<file path="config.mk">
export PLATFORM = sky130hd
export DESIGN_NAME = rs_array_fe
export DESIGN_NICKNAME = d
export VERILOG_FILES = /design/src/rtl/rsfe_pkg.sv /design/src/rtl/rsfe_slot.sv /design/src/rtl/rsfe_pick.sv /design/src/rtl/rsfe_fu.sv /design/src/rtl/rs_array_fe.sv
export SDC_FILE = /design/constraint.sdc
export NUM_CORES = 1
export LEC_CHECK = 0
export BUFFER_PORTS_ARGS = -buffer_cell sky130_fd_sc_hd__buf_4
export CORE_ASPECT_RATIO = 0.7
export CORE_MARGIN = 4
export CORE_UTILIZATION = 51
export DETAILED_ROUTE_END_ITERATION = 12
export GPL_TIMING_DRIVEN = 0
export PLACE_DENSITY = 0.8
export SYNTH_ARGS = -nofsm -noshare
export SYNTH_HDL_FRONTEND = slang
export SYNTH_SLANG_ARGS = --single-unit
</file>
<file path="constraint.sdc">
create_clock -name clk -period 4.75 [get_ports clk]
set_clock_uncertainty 0.05 [all_clocks]
set_input_delay 0.475 -clock clk [delete_from_list [all_inputs] [get_ports clk]]
set_output_delay 0.475 -clock clk [all_outputs]
set_load 0.005 [all_outputs]
</file>
<file path="src/rtl/rsfe_pkg.sv">
// Shared types for the reservation-station front-end.
// Assumes: the operation code is two bits wide in every variant.
package rsfe_pkg;

    // Operation codes understood by the shared function unit
    typedef enum logic [1:0] {
        OP_ADD = 2'd0,
        OP_SUB = 2'd1,
        OP_AND = 2'd2,
        OP_OR  = 2'd3
    } fu_op_e;

    // Life cycle of one reservation-station slot
    typedef enum logic [1:0] {
        ST_FREE = 2'd0,   // waiting for operands
        ST_PEND = 2'd1,   // operands held, not yet issued
        ST_BUSY = 2'd2,   // issued, result latch reserved
        ST_DONE = 2'd3    // result held, offered at output
    } slot_st_e;

endpackage

</file>
<file path="src/rtl/rsfe_slot.sv">
// One reservation-station slot.
// Captures an operand pair in a single clock and asks for issue.
// It then waits, for any latency, for a result on either of two write ports,
// and offers the result until it is acknowledged.
// Assumes: the write ports are only driven for this slot's tag while it is BUSY.
module rsfe_slot
    import rsfe_pkg::*;
#(
    parameter int DW = 16
) (
    input  logic          clk,
    input  logic          rst_n,
    input  logic          in_stb,
    output logic          in_ack,
    input  logic [DW-1:0] in_a,
    input  logic [DW-1:0] in_b,
    input  fu_op_e        in_op,
    output logic          iss_req,
    input  logic          iss_gnt,
    output logic [DW-1:0] hold_a,
    output logic [DW-1:0] hold_b,
    output fu_op_e        hold_op,
    output logic          busy,
    input  logic          wr_main,
    input  logic [DW-1:0] wr_main_z,
    input  logic          wr_early,
    input  logic [DW-1:0] wr_early_z,
    output logic          out_stb,
    input  logic          out_ack,
    output logic [DW-1:0] out_z
);

    slot_st_e      st;
    logic [DW-1:0] z_q;

    assign in_ack  = (st == ST_FREE);
    assign iss_req = (st == ST_PEND);
    assign busy    = (st == ST_BUSY);
    assign out_stb = (st == ST_DONE);
    assign out_z   = z_q;

    // State sequencing and operand/result capture
    always_ff @(posedge clk) begin
        if (!rst_n) begin
            st      <= ST_FREE;
            hold_a  <= '0;
            hold_b  <= '0;
            hold_op <= OP_ADD;
            z_q     <= '0;
        end else begin
            unique case (st)
                ST_FREE: if (in_stb) begin
                    hold_a  <= in_a;
                    hold_b  <= in_b;
                    hold_op <= in_op;
                    st      <= ST_PEND;
                end
                ST_PEND: if (iss_gnt) st <= ST_BUSY;
                ST_BUSY: begin
                    if (wr_main) begin
                        z_q <= wr_main_z;
                        st  <= ST_DONE;
                    end else if (wr_early) begin
                        z_q <= wr_early_z;
                        st  <= ST_DONE;
                    end
                end
                ST_DONE: if (out_ack) st <= ST_FREE;
                default: st <= ST_FREE;
            endcase
        end
    end

    // A completion may only hit a slot that reserved its latch
    assert_write_only_when_busy_R6: assert property (@(posedge clk) disable iff (!rst_n)
        (wr_main || wr_early) |-> (st == ST_BUSY));

    // Both paths never finish into the same slot together
    assert_no_same_slot_dual_R7: assert property (@(posedge clk) disable iff (!rst_n)
        !(wr_main && wr_early));

    // A pending result is held until acknowledged
    assert_out_hold_R8: assert property (@(posedge clk) disable iff (!rst_n)
        (out_stb && !out_ack) |=> (out_stb && $stable(out_z)));

    // An unacknowledged slot never reopens its input side
    assert_no_reload_R8: assert property (@(posedge clk) disable iff (!rst_n)
        (out_stb && !out_ack) |=> !in_ack);

endmodule

</file>
<file path="src/rtl/rsfe_pick.sv">
// Issue selector: grants the lowest-index requesting slot, at most one per clock.
// Assumes: NSLOT >= 1; purely combinational.
module rsfe_pick #(
    parameter int NSLOT = 4,
    parameter int TW    = 2
) (
    input  logic [NSLOT-1:0] req,
    output logic [NSLOT-1:0] gnt,
    output logic [TW-1:0]    gnt_idx,
    output logic             any
);

    // Scan from the top so that the lowest requester wins last
    always_comb begin
        gnt     = '0;
        gnt_idx = '0;
        any     = 1'b0;
        for (int i = NSLOT - 1; i >= 0; i--) begin
            if (req[i]) begin
                gnt     = '0;
                gnt[i]  = 1'b1;
                gnt_idx = TW'(i);
                any     = 1'b1;
            end
        end
    end

endmodule

</file>
<file path="src/rtl/rsfe_fu.sv">
// Shared integer function unit model with two completion paths.
// Main path: MAIN_LAT register stages. Early-exit path: one register stage,
// taken when either operand is zero. The tag rides unchanged beside the data.
// Assumes: MAIN_LAT >= 2; the unit never stalls, so issue is always accepted.
module rsfe_fu
    import rsfe_pkg::*;
#(
    parameter int DW       = 16,
    parameter int TW       = 2,
    parameter int MAIN_LAT = 4
) (
    input  logic          clk,
    input  logic          rst_n,
    input  logic          iss_stb,
    output logic          iss_ack,
    input  logic [DW-1:0] iss_a,
    input  logic [DW-1:0] iss_b,
    input  fu_op_e        iss_op,
    input  logic [TW-1:0] iss_tag,
    output logic          m_vld,
    output logic [TW-1:0] m_tag,
    output logic [DW-1:0] m_z,
    output logic          e_vld,
    output logic [TW-1:0] e_tag,
    output logic [DW-1:0] e_z
);

    logic          special;
    logic [DW-1:0] calc;
    logic          pv [MAIN_LAT];
    logic [TW-1:0] pt [MAIN_LAT];
    logic [DW-1:0] pz [MAIN_LAT];

    assign iss_ack = 1'b1;
    assign special = (iss_a == '0) || (iss_b == '0);

    // Operation evaluation shared by both paths
    always_comb begin
        unique case (iss_op)
            OP_ADD:  calc = iss_a + iss_b;
            OP_SUB:  calc = iss_a - iss_b;
            OP_AND:  calc = iss_a & iss_b;
            OP_OR:   calc = iss_a | iss_b;
            default: calc = '0;
        endcase
    end

    // Main pipeline: stage 0 loads on issue, later stages shift
    always_ff @(posedge clk) begin
        if (!rst_n) begin
            for (int k = 0; k < MAIN_LAT; k++) begin
                pv[k] <= 1'b0;
                pt[k] <= '0;
                pz[k] <= '0;
            end
        end else begin
            pv[0] <= iss_stb && iss_ack && !special;
            pt[0] <= iss_tag;
            pz[0] <= calc;
            for (int k = 1; k < MAIN_LAT; k++) begin
                pv[k] <= pv[k-1];
                pt[k] <= pt[k-1];
                pz[k] <= pz[k-1];
            end
        end
    end

    // Early-exit register for zero-operand cases
    always_ff @(posedge clk) begin
        if (!rst_n) begin
            e_vld <= 1'b0;
            e_tag <= '0;
            e_z   <= '0;
        end else begin
            e_vld <= iss_stb && iss_ack && special;
            e_tag <= iss_tag;
            e_z   <= calc;
        end
    end

    assign m_vld = pv[MAIN_LAT-1];
    assign m_tag = pt[MAIN_LAT-1];
    assign m_z   = pz[MAIN_LAT-1];

    // A zero operand leaves by the early path next clock with its tag
    assert_early_exit_tag_R5: assert property (@(posedge clk) disable iff (!rst_n)
        (iss_stb && special) |=> (e_vld && e_tag == $past(iss_tag)));

endmodule

</file>
<file path="src/rtl/rs_array_fe.sv">
// Top: NSLOT reservation-station slots sharing one function unit.
// Slots capture operand pairs, the picker issues one per clock, and results
// come back by tag through two write ports into per-slot result latches.
// Assumes: NSLOT >= 2, MAIN_LAT >= 2.
module rs_array_fe
    import rsfe_pkg::*;
#(
    parameter int NSLOT    = 4,
    parameter int DW       = 16,
    parameter int MAIN_LAT = 4
) (
    input  logic                clk,
    input  logic                rst_n,
    input  logic [NSLOT-1:0]    in_stb,
    output logic [NSLOT-1:0]    in_ack,
    input  logic [NSLOT*DW-1:0] in_a,
    input  logic [NSLOT*DW-1:0] in_b,
    input  logic [NSLOT*2-1:0]  in_op,
    output logic [NSLOT-1:0]    out_stb,
    input  logic [NSLOT-1:0]    out_ack,
    output logic [NSLOT*DW-1:0] out_z
);

    localparam int TW = (NSLOT > 1) ? $clog2(NSLOT) : 1;

    logic [NSLOT-1:0] req, gnt, busy;
    logic [TW-1:0]    gnt_idx;
    logic             any_req, fu_ack;
    logic [DW-1:0]    sa [NSLOT];
    logic [DW-1:0]    sb [NSLOT];
    fu_op_e           sop [NSLOT];
    logic             m_vld, e_vld;
    logic [TW-1:0]    m_tag, e_tag;
    logic [DW-1:0]    m_z, e_z;

    // Per-slot storage with tag-decoded write enables
    for (genvar g = 0; g < NSLOT; g++) begin : g_slot
        localparam logic [TW-1:0] MY_TAG = TW'(g);
        rsfe_slot #(.DW(DW)) u_slot (
            .clk        (clk),
            .rst_n      (rst_n),
            .in_stb     (in_stb[g]),
            .in_ack     (in_ack[g]),
            .in_a       (in_a[g*DW +: DW]),
            .in_b       (in_b[g*DW +: DW]),
            .in_op      (fu_op_e'(in_op[g*2 +: 2])),
            .iss_req    (req[g]),
            .iss_gnt    (gnt[g] && fu_ack),
            .hold_a     (sa[g]),
            .hold_b     (sb[g]),
            .hold_op    (sop[g]),
            .busy       (busy[g]),
            .wr_main    (m_vld && (m_tag == MY_TAG)),
            .wr_main_z  (m_z),
            .wr_early   (e_vld && (e_tag == MY_TAG)),
            .wr_early_z (e_z),
            .out_stb    (out_stb[g]),
            .out_ack    (out_ack[g]),
            .out_z      (out_z[g*DW +: DW])
        );
    end

    rsfe_pick #(.NSLOT(NSLOT), .TW(TW)) u_pick (
        .req     (req),
        .gnt     (gnt),
        .gnt_idx (gnt_idx),
        .any     (any_req)
    );

    rsfe_fu #(.DW(DW), .TW(TW), .MAIN_LAT(MAIN_LAT)) u_fu (
        .clk     (clk),
        .rst_n   (rst_n),
        .iss_stb (any_req),
        .iss_ack (fu_ack),
        .iss_a   (sa[gnt_idx]),
        .iss_b   (sb[gnt_idx]),
        .iss_op  (sop[gnt_idx]),
        .iss_tag (gnt_idx),
        .m_vld   (m_vld),
        .m_tag   (m_tag),
        .m_z     (m_z),
        .e_vld   (e_vld),
        .e_tag   (e_tag),
        .e_z     (e_z)
    );

    // Single issue per clock, only to a requesting slot
    assert_single_issue_R2: assert property (@(posedge clk) disable iff (!rst_n)
        $onehot0(gnt) && ((gnt & ~req) == '0));

    // Main-path result returns to a slot holding a reservation
    assert_main_tag_reserved_R6: assert property (@(posedge clk) disable iff (!rst_n)
        m_vld |-> busy[m_tag]);

    // Early-path result returns to a slot holding a reservation
    assert_early_tag_reserved_R6: assert property (@(posedge clk) disable iff (!rst_n)
        e_vld |-> busy[e_tag]);

    // Simultaneous completions always target different slots
    assert_dual_distinct_R7: assert property (@(posedge clk) disable iff (!rst_n)
        (m_vld && e_vld) |-> (m_tag != e_tag));

endmodule

</file>
# After elaboration in Yosys (flattened, before gate mapping)

Memories as Yosys holds them, arrays and structs flattened.
Cells that the tools add are included.

Register bits: 227
Output and inout port bits: 72
RAM bits: 76
Memories kept: 3
Bits of input ports: 146
Logic and storage cells: 186

Memories:

| memory  | depth | width | rd ports | clocked after memory_dff | wr ports | line          | RTL |
|---|---|---|---|---|---|---|---|
| u_fu.pz | 4     | 16    | 4        | 0                        | 4        | rsfe_fu.sv:32 | `logic [DW-1:0] pz [MAIN_LAT];` |
| u_fu.pt | 4     | 2     | 4        | 0                        | 4        | rsfe_fu.sv:31 | `logic [TW-1:0] pt [MAIN_LAT];` |
| u_fu.pv | 4     | 1     | 4        | 0                        | 4        | rsfe_fu.sv:30 | `logic pv [MAIN_LAT];` |

Multiplexer cells: 68
Reduce and logical (&&, ||, !) cells: 37
Bitwise logic cells: 15
Order comparisons: 1
Add/subtract/negate cells: 2
Eq/ne operators: 37

Operators by type and width:

| operator             | count |
|---|---|
| $mux W16             | 16 |
| $bmux W16 S2         | 2 |
| $pmux W16 S4         | 1 |
| $mux W2              | 30 |
| $logic_not A16 Y1    | 2 |
| $pmux W2 S4          | 4 |
| $eq A2 B2 Y1 const B | 14 |
| $ne A2 B2 Y1 const B | 12 |
| $add A16 B16 Y16     | 1 |
| $and A16 B16 Y16     | 1 |
| $mux W4              | 4 |
| $or A16 B16 Y16      | 1 |
| $reduce_and A2 Y1    | 8 |
| $reduce_and A4 Y1    | 4 |
| $sub A16 B16 Y16     | 1 |
| $eq A2 B1 Y1 const B | 7 |
| $logic_not A2 Y1     | 7 |
| $ne A3 B3 Y1 const B | 4 |
| $or A1 B1 Y1         | 12 |
| $logic_and A1 B1 Y1  | 10 |
| $mux W1              | 10 |
| $reduce_bool A2 Y1   | 4 |
| $bmux W2 S2          | 1 |
| $ge A3 B3 Y1 const B | 1 |
| other kinds (3)      | 3 |

# Logic depth before layout (Yosys ltp)

Gate-level depths: netlist of the first run.

Depth in word-level cells: 14
Depth in mapped cells: 21
Depth with buffers taken out: 18

# Hierarchy

A second synthesis of the first run with hierarchy kept.

Cells, all modules: 1387
Area, all modules: 13429.1 sq um

By module, submodules not included:

| module      | area an instance (sq um) | sequential area each (sq um) | instances | cells an instance |
|---|---|---|---|---|
| rsfe_slot   | 2225.9                   | 1041.0                       | 4         | 239 |
| rsfe_fu     | 3505.9                   | 1541.5                       | 1         | 366 |
| rs_array_fe | 958.4                    | 0.0                          | 1         | 54 |
| rsfe_pick   | 61.3                     | 0.0                          | 1         | 11 |

# Worst setup path before layout of the first run

Ideal clock, no wire load.

Path kind: reg-to-reg
Start: reg g_slot[2].u_slot.st[1]
End: mem u_fu.pz[0][15]
Arrival: 4.337 ns
Buffers on the path: 2
Path slack: 0.268 ns
Period minus slack after synthesis: 4.482 ns
Cell stages (with the launch flop): 20
Required time: 4.605 ns
Setup time: 0.095 ns
Cells stage by stage: dfxtp_1 -> inv_1 -> ha_1 -> buf_4 -> nor2_1 -> a221o_1 -> a21oi_1 -> and2_1 -> clkbuf_1 -> a21oi_1 -> xnor2_1 -> ha_1 -> a21o_1 -> or3_1 -> o21bai_1 -> a31oi_1 -> a31o_2 -> a21oi_1 -> xnor3_1 -> a221oi_1

RTL lines:

| element                | line            | RTL |
|---|---|---|
| from (decl)            | rsfe_slot.sv:33 | `slot_st_e st;` |
| from (signal assigned) | rsfe_slot.sv:45 | `st <= ST_FREE;` |
| from (signal assigned) | rsfe_slot.sv:56 | `st <= ST_PEND;` |
| from (signal assigned) | rsfe_slot.sv:58 | `ST_PEND: if (iss_gnt) st <= ST_BUSY;` |
| to (decl)              | rsfe_fu.sv:32   |  |

==> results of run 1 <==
## cells in the mapped netlist, drive strengths merged (2+ instances only)
master  instances
o22ai           3
nor2b           6
nand2b          3
nor3b           2
inv            34
xor2           10
o21ai          24
and2           67
o41ai           2
clkbuf         82
o221ai          2
nand3b          4
a21oi         179
nor2          100
xnor2          16
buf            24
a31oi           7
dfxtp         285
mux2i          66
nand2         288
a311oi          2
o211ai          5
nor3            9
a211oi         65
mux4           28
and3            4
nor4            5
a221o           2
a21o            7
o21a            2
ha             34
o21bai          4
or3             3
a221oi         16
## cell families (layout without fill, tap and decap cells)
family          count (synthesis)  in the layout
mux                            94             94
simple gates                  495            495
compound gates                326            326
xor+xnor                       27             27
flops                         285            285
buf+inv                       140            415
fa+ha+maj                      36             36
## layout make-up
class                   count  area [µm²]  share of cell area
multi-input cells         978        6260               0.403
clock inverters             7        68.8             0.00442
inverters                  34         128             0.00820
well taps                 318         398              0.0256
plain buffers             103         468              0.0301
clock buffers              39         771              0.0495
flip-flops and latches    285        5710               0.367
repair buffers            232        1750               0.113
## worst paths after layout
path                                from                     endpoint  slack (ns)  cells past startpoint
hold reg to reg           u_fu.pz[2][11]               u_fu.pz[3][11]        0.38                      1
setup / recovery  g_slot[3].u_slot.st[1]               u_fu.pz[0][15]        0.11                     19
hold / removal                  in_a[11]  g_slot[0].u_slot.hold_a[11]        0.13                      3
setup reg to reg  g_slot[3].u_slot.st[1]               u_fu.pz[0][15]        0.11                     19
## tightest hold or removal path: cells and delay by family
family / cells / cell delay (ns)
compound gates: 1 / 0.05
buf+inv: 1 / 0.11
simple gates: 1 / 0.04
## registers in the layout, indices dropped and copies added (netlist names)
signal                 cells
g_slot.u_slot.hold_a      64
g_slot.u_slot.hold_b      64
g_slot.u_slot.hold_op      8
g_slot.u_slot.out_z       64
g_slot.u_slot.st           8
u_fu.e_vld                 1
u_fu.pt                    8
u_fu.pv                    4
u_fu.pz                   64
## power groups by stage
stage | clock network (µW) | logic [µW] | registers, µW
finish | 2080 | 5960 | 3070
global route | 2180 | 6500 | 3100
CTS | 2090 | 5640 | 3060
detailed placement | 0 | 5350 | 3110
global placement | 0 | 5280 | 3090
floorplan | 0 | 4010 | 3000
## layer usage
| layer | vias to the layer above | GRT usage | share of wire |
|---|---|---|---|
| met5 | - | 0 | 0 |
| met4 | 0 | 0.0628 | 0.027 |
| met3 | 80 | 0.0651 | 0.11 |
| met2 | 631 | 0.422 | 0.43 |
| met1 | 5448 | 0.412 | 0.44 |
| li1 | 5328 | - | - |
## per-stage QoR
step | utilization | area [µm²]
floorplan | - | 12500
finish | 0.653 | 15600
detailed placement | 0.608 | 14500
CTS | 0.649 | 15500
global route | 0.653 | 15600
global placement | 0.608 | 14500
## what timing repair did
action                                  4_1_cts  5_1_grt
pin swaps                                     7       10
gates resized for setup                      24       11
buffers inserted                              9        6
endpoints found under the setup margin        7        3
==> flow_summary.toml, run 1 <==
[status]
run_status = "complete, no violations"

[global_route]
grt-ovfl-total = 0
antenna_found_initial = 0
grt_use_total = 0.280
grt_pass1_vias = 10954
grt_max_degree = 15
grt_pass1_wl_um = 60800

[synth]
netlist_area_um2 = 12500
synth.distinct_cells = 56
yosys_warnings = 0
synth_compound_area_frac = 0.162
ys_ff_latch = 285
synth-seq-area-share = 0.458
syn_nets = 1584
synthTopCellsByArea = "dfxtp_1, nand2_1, a21oi_1"
synth_top_family_by_area = "simple AND/OR/NAND/NOR gates"
synthSimpleGateAreaFrac = 0.172
synthFlopType = "dfxtp_1"
synthArstFlopShare = 0
synth_top_area_cell = "dfxtp_1"
synthMuxAreaShare = 0.104
syn_area_per_cell_um2 = 8.87
synth_fa_ha_area_frac = 0.0366
synth_edf_count = 0
synth_xor_area_frac = 0.0201
synth_top_area_share = 0.458
netlist_instances = 1403

[floorplan]
die_area_um2 = 27000
row_count = 47
io_pins = 218
die_y_um = 139
fp.coreArea_um2 = 23800
start_util = 0.523
dieWidth_um = 195

[power_and_ir_drop]
power_frac_seq = 0.276
peakVddDrop_uv = 453
p_sw_frac = 0.412
combPwrFrac = 0.536
power.leakage_uw = 0.00653
pwr-share-clk = 0.187
p_int_uw = 6530
p_total_uw = 11100
power_density_nw_per_um2 = 714
power.switching_uw = 4580

[cells_and_area]
mostFrequentLayoutCells = "nand2_1, dfxtp_1, buf_4"
nets = 1842
nFillCells = 1962
drive_gt1_frac = 0.206
fin_cells = 1996
n_antenna_cell = 0
syn2layout_area_growth_pct = 24.9
final_common_cell = "nand2_1"

[timing]
whs_ns = 0.130
setup_violations = 0
period_needed_ns = 4.64
slew_viol_final = 0
fin_setup_tns_ns = 0
setup_ws_ns = 0.113
final-hold-violation-count = 0
fmax_mhz = 216
rsz0062_at_grt = "yes"
slew_headroom = 0.417
tightest_slew_ns = 0.874
min_period_over_period = 0.976

[routing]
routed_wl_um = 39800
dr.pass1.iters = 5
drt_iter0_markers = 1041
route.detailed.drc = 0
antenna_left = 0
wl_per_cell_um = 20.0
viasPerCell = 5.76
via_count = 11487

[critical_path]
worst-path-max-fanout = 10
critical_path_arrival_ns = 5.03
endpoint_kind = "register"
max_stage_delay_ns = 0.57
cpMostUsedCell = "ha_1"
crit_type = "register to register"
slowest_stage = "mux4_2"
worstSetupStartpointType = "register"
crit_required_ns = 5.14
path_cells = "inv_1, ha_1, buf_6, nor2b_4, o21a_4, mux4_2, a2111oi_4, buf_4, a21oi_1, xnor2_1, ha_1, o21a_1, o21ai_0, o21bai_2, a31oi_2, a31o_2, a21oi_2, xnor3_1, a221oi_2"
cp_num_buf_inv = 3
crit_family = "compound AO/OA/AOI/OAI gates"

[cts]
cts_root_buffer = "clkbuf_16"
insertion_delay_ns = 0.54
clockBufferDepth = 3
clk_pin_slew_ns = 0.06
numCtsBuffers = 27
htreeDepth = 1
clkSinkCount = 285
cts_tree = "yes"
hold_buffers = 0

[placed_design]
hpwl_um = 30400
dp_slack_ns = -0.804
placedCellCount = 1938
io_buffers = 217
gp_congestion = 0.963

[flow_run]
cap_violations = 0

[worst_hold_path]
min-delay-path-class = "input port to register"
Power figures use the tool's default switching activity.
==> inputs of run 2 (changes only) <==
CTS_BUF_LIST = sky130_fd_sc_hd__clkbuf_16   (was not set)
==> run 2 against run 1 <==
Effect of this change:
- core utilization decreased by 0.14 points
- die area unchanged
- global-route usage decreased by 0.12 points
- combinational power increased by 1%
- setup slack improved by 0.020 ns
- non-clock buffer count increased by 1
- cell count about the same
- sequential share of layout area increased by 0.077 points
- critical path type unchanged
- critical endpoint unchanged
- largest cell class unchanged
==> flow_summary.toml, run 2 (same netlist as run 1, synthesis figures left out) <==
[timing]
min_period_over_period = 0.972
tightest_slew_ns = 0.871
setup_ws_ns = 0.134
slew_headroom = 0.420
setup_violations = 0
whs_ns = 0.131
fmax_mhz = 217
slew_viol_final = 0
rsz0062_at_grt = "no"
final-hold-violation-count = 0
fin_setup_tns_ns = 0
period_needed_ns = 4.62

[routing]
routed_wl_um = 39800
dr.pass1.iters = 5
route.detailed.drc = 0
viasPerCell = 5.76
wl_per_cell_um = 19.9
drt_iter0_markers = 1121
antenna_left = 0
via_count = 11506

[cts]
numCtsBuffers = 27
insertion_delay_ns = 0.54
hold_buffers = 0
clockBufferDepth = 3
clkSinkCount = 285
htreeDepth = 1
cts_tree = "yes"
clk_pin_slew_ns = 0.07
cts_root_buffer = "clkbuf_16"

[floorplan]
dieWidth_um = 195
io_pins = 218
die_y_um = 139
row_count = 47
start_util = 0.523
fp.coreArea_um2 = 23800
die_area_um2 = 27000

[status]
run_status = "complete, no violations"

[global_route]
grt_pass1_vias = 10936
antenna_found_initial = 0
grt-ovfl-total = 0
grt_pass1_wl_um = 60600
grt_use_total = 0.279
grt_max_degree = 15

[placed_design]
dp_slack_ns = -0.804
gp_congestion = 0.963
io_buffers = 217
hpwl_um = 30400

[critical_path]
regToRegStartpoint = "g_slot[1].u_slot.st[1]"
r2r_slack_ns = 0.13
slowest_stage = "a2111oi_4"
crit_type = "register to register"
cpMostUsedCell = "ha_1"
r2r_end = "u_fu.pz[0][15]"
max_stage_delay_ns = 0.43
critical_path_arrival_ns = 5.01
startpoint = "g_slot[1].u_slot.st[1]"
worstSetupStartpointType = "register"
worst-path-max-fanout = 10
crit_required_ns = 5.14
path_cells = "inv_1, ha_1, buf_2, nor3_4, buf_6, mux4_2, a2111oi_4, buf_4, a21oi_1, xnor2_1, ha_1, o21a_1, o21ai_1, o21bai_4, a31oi_2, a31o_2, a21oi_2, xnor3_1, a221oi_2"
endpoint_kind = "register"
rr_worst_depth = 19

[cells_and_area]
syn2layout_area_growth_pct = 24.7
drive_gt1_frac = 0.205
nets = 1843
mostFrequentLayoutCells = "nand2_1, dfxtp_1, buf_4"
final_common_cell = "nand2_1"
n_antenna_cell = 0

[power_and_ir_drop]
power_density_nw_per_um2 = 713
peakVddDrop_uv = 468
p_sw_frac = 0.417
power.switching_uw = 4620
combPwrFrac = 0.544
power_frac_seq = 0.277
p_total_uw = 11100
p_int_uw = 6450
power.leakage_uw = 0.00654
pwr-share-clk = 0.179

[worst_hold_path]
whs_path_depth = 3
min-delay-path-class = "input port to register"
worstHoldStart = "in_a[11]"
whs_endpoint = "g_slot[0].u_slot.hold_a[11]"

[flow_run]
cap_violations = 0
run 2: repair_timing:
action,4_1_cts,5_1_grt
setup buffers,9,7
pin swaps,7,10
endpoints found under the setup margin,7,3
gates resized for setup,24,16
run 2: worst max path at each step:
stage / slack, ns / endpoint / cells past startpoint
final: 0.13 / u_fu.pz[0][15] / 19
after global routing: 0.004 / u_fu.pz[0][15] / 19
after CTS: 0.01 / u_fu.pz[0][15] / 18
after detailed placement: -0.80 / u_fu.pz[0][15] / 19
after global placement: -0.78 / u_fu.pz[0][15] / 19
after floorplan: 0.27 / u_fu.pz[0][15] / 19
run 2: critical path, delay by kind of cell (launching register included):
family          cells  cell delay (ns)
simple gates        1             0.28
xor+xnor            2             0.56
flops               1             0.38
compound gates      9             1.72
fa+ha+maj           2             0.53
buf+inv             4             0.63
mux                 1             0.36
run 2: through the flow:
step,util,instance area [µm²],cells
3_5_place_dp,0.608,14500,1938
6_report,0.652,15500,1997
3_3_place_gp,0.608,14500,1938
4_1_cts,0.647,15400,1991
2_1_floorplan,-,12500,1403
5_1_grt,0.652,15500,1997
run 2: per-layer routing:
metal	wire, µm	GRT usage
met1	17300	0.410
met5	0	0
met4	931	0.0613
met2	17100	0.422
met3	4490	0.0636
run 2: area by class of cell:
cell class	instances	area (µm²)
fill	1965	8290
multi-input combinational	978	6270
sequential	285	5710
timing repair buffer	233	1760
clock buffer	27	676
buffer	103	468
tap	318	398
inverter	34	128
clock inverter	19	114
run 2: power by group through the flow:
stage | clock network, µW | registers (µW) | logic (µW)
final | 1980 | 3070 | 6020
after global routing | 2080 | 3110 | 6530
after CTS | 1990 | 3060 | 5630
after detailed placement | 0 | 3110 | 5350
after global placement | 0 | 3090 | 5280
after floorplan | 0 | 3000 | 4010
==> inputs of run 3 (changes only) <==
RECOVER_POWER = 50   (was not set)
==> run 3 against run 2 <==
Effect of this change:
- worst hold slack hardly changed
- sequential cell count is the same
- die area unchanged
- register-to-register slack better by 0.02 ns
- largest power group unchanged
- cell count did not move
- first-iteration DRC count up 3.7%
- highest routed layer unchanged
- power decreased by 0.40%
- critical path depth up 1
- sequential power is essentially flat
==> flow_summary.toml, run 3 (same netlist as run 1, synthesis figures left out) <==
[critical_path]
max_stage_delay_ns = 0.39
worst-path-max-fanout = 10
worstSetupStartpointType = "register"
path_cells = "inv_2, ha_1, buf_6, nor2b_4, o21a_4, buf_6, o211ai_1, and2_4, nor2_1, a21oi_2, xnor2_1, ha_1, a21o_1, or3_1, o21bai_4, a31oi_2, a31o_2, a21oi_2, xnor3_1, a221oi_2"
endpoint_kind = "register"
critical_path_arrival_ns = 4.98
crit_type = "register to register"
slowest_stage = "o211ai_1"
crit_required_ns = 5.14

[floorplan]
dieWidth_um = 195
row_count = 47
die_area_um2 = 27000
die_y_um = 139
io_pins = 218
fp.coreArea_um2 = 23800
start_util = 0.523

[timing]
fin_setup_tns_ns = 0
min_period_over_period = 0.967
setup_violations = 0
period_needed_ns = 4.59
final-hold-violation-count = 0
fmax_mhz = 218
rsz0062_at_grt = "no"
slew_viol_final = 0
slew_headroom = 0.432
tightest_slew_ns = 0.853

[cells_and_area]
n_antenna_cell = 0
nets = 1843
mostFrequentLayoutCells = "nand2_1, dfxtp_1, a21oi_1"
final_common_cell = "nand2_1"
syn2layout_area_growth_pct = 24.3
utilization = 0.650
final_area_um2 = 15500
drive_gt1_frac = 0.197

[routing]
viasPerCell = 5.73
antenna_left = 0
via_count = 11442
dr.pass1.iters = 6
wl_per_cell_um = 19.9
drt_iter0_markers = 1162
route.detailed.drc = 0
routed_wl_um = 39700

[placed_design]
place_area_um2 = 14500
io_buffers = 217
gp_congestion = 0.963
hpwl_um = 30400

[status]
run_status = "complete, no violations"

[global_route]
antenna_found_initial = 0
grt_pass1_vias = 10936
grt_use_total = 0.279
grt_max_degree = 15
grt_pass1_wl_um = 60600
grt-ovfl-total = 0

[cts]
clk_pin_slew_ns = 0.06
hold_buffers = 0
clkSinkCount = 285
cts_root_buffer = "clkbuf_16"
numCtsBuffers = 27
insertion_delay_ns = 0.54
htreeDepth = 1
cts_tree = "yes"
clockBufferDepth = 3

[power_and_ir_drop]
peakVddDrop_uv = 468
p_total_uw = 11000
power_density_nw_per_um2 = 712
power.leakage_uw = 0.00643

[flow_run]
cap_violations = 0

[worst_hold_path]
min-delay-path-class = "input port to register"
## run 3: cell types whose count changed in the layout (fill, tap and decap cells not counted), moves of 13 or more
| cell | previous run | this run |
|---|---|---|
| and2_1 | 65 | 37 |
| buf_4 | 243 | 170 |
| clkbuf_4 | 0 | 60 |
| clkbuf_1 | 79 | 92 |
| and2_0 | 0 | 28 |
## run 3: final cells by class
cell class / count / area [µm²]
fill: 1975 / 8340
multi-input combinational: 978 / 6270
sequential: 285 / 5710
timing repair buffer: 233 / 1720
clock buffer: 27 / 676
buffer: 103 / 460
tap: 318 / 398
inverter: 34 / 128
clock inverter: 19 / 114
## run 3: path summary, 6_finish.rpt
kind,from,endpoint,slack (ns),cells after the start
min reg2reg,u_fu.pz[2][11],u_fu.pz[3][11],0.38,1
max,g_slot[3].u_slot.st[1],u_fu.pz[0][15],0.16,20
min,in_a[11],g_slot[0].u_slot.hold_a[11],0.13,3
max reg2reg,g_slot[3].u_slot.st[1],u_fu.pz[0][15],0.16,20
## run 3: layer usage
metal | share of wire | track usage | routed length (µm)
met5 | 0 | 0 | 0
met3 | 0.11 | 0.0636 | 4540
met1 | 0.43 | 0.410 | 17100
met4 | 0.023 | 0.0613 | 921
met2 | 0.43 | 0.422 | 17100
## run 3: worst max-delay path, delay by kind of cell (launching register included)
kind            cells  cell delay (ns)
compound gates      9             2.00
xor+xnor            2             0.41
fa+ha+maj           2             0.50
simple gates        4             0.79
flops               1             0.37
buf+inv             3             0.36
## run 3: power breakdown
group	leakage, µW	internal (µW)	switching (µW)	total, µW
Combinational	0.00369	2560	3410	5970
Clock	0.000409	1080	901	1980
Sequential	0.00233	2790	278	3070
## run 3: stage by stage
step                worst slack, ns  instances  hold slack [ns]
CTS                          0.0103       1991            0.120
global route                0.00376       1997            0.136
floorplan                     0.268       1403            0.356
global placement             -0.782       1938            0.357
detailed placement           -0.804       1938            0.368
finish                        0.157       1997            0.131
## run 3: what timing repair did
item	in CTS	in global routing
pin swaps	7	10
setup endpoints to repair	7	3
gates resized for setup	24	16
buffers inserted	9	7
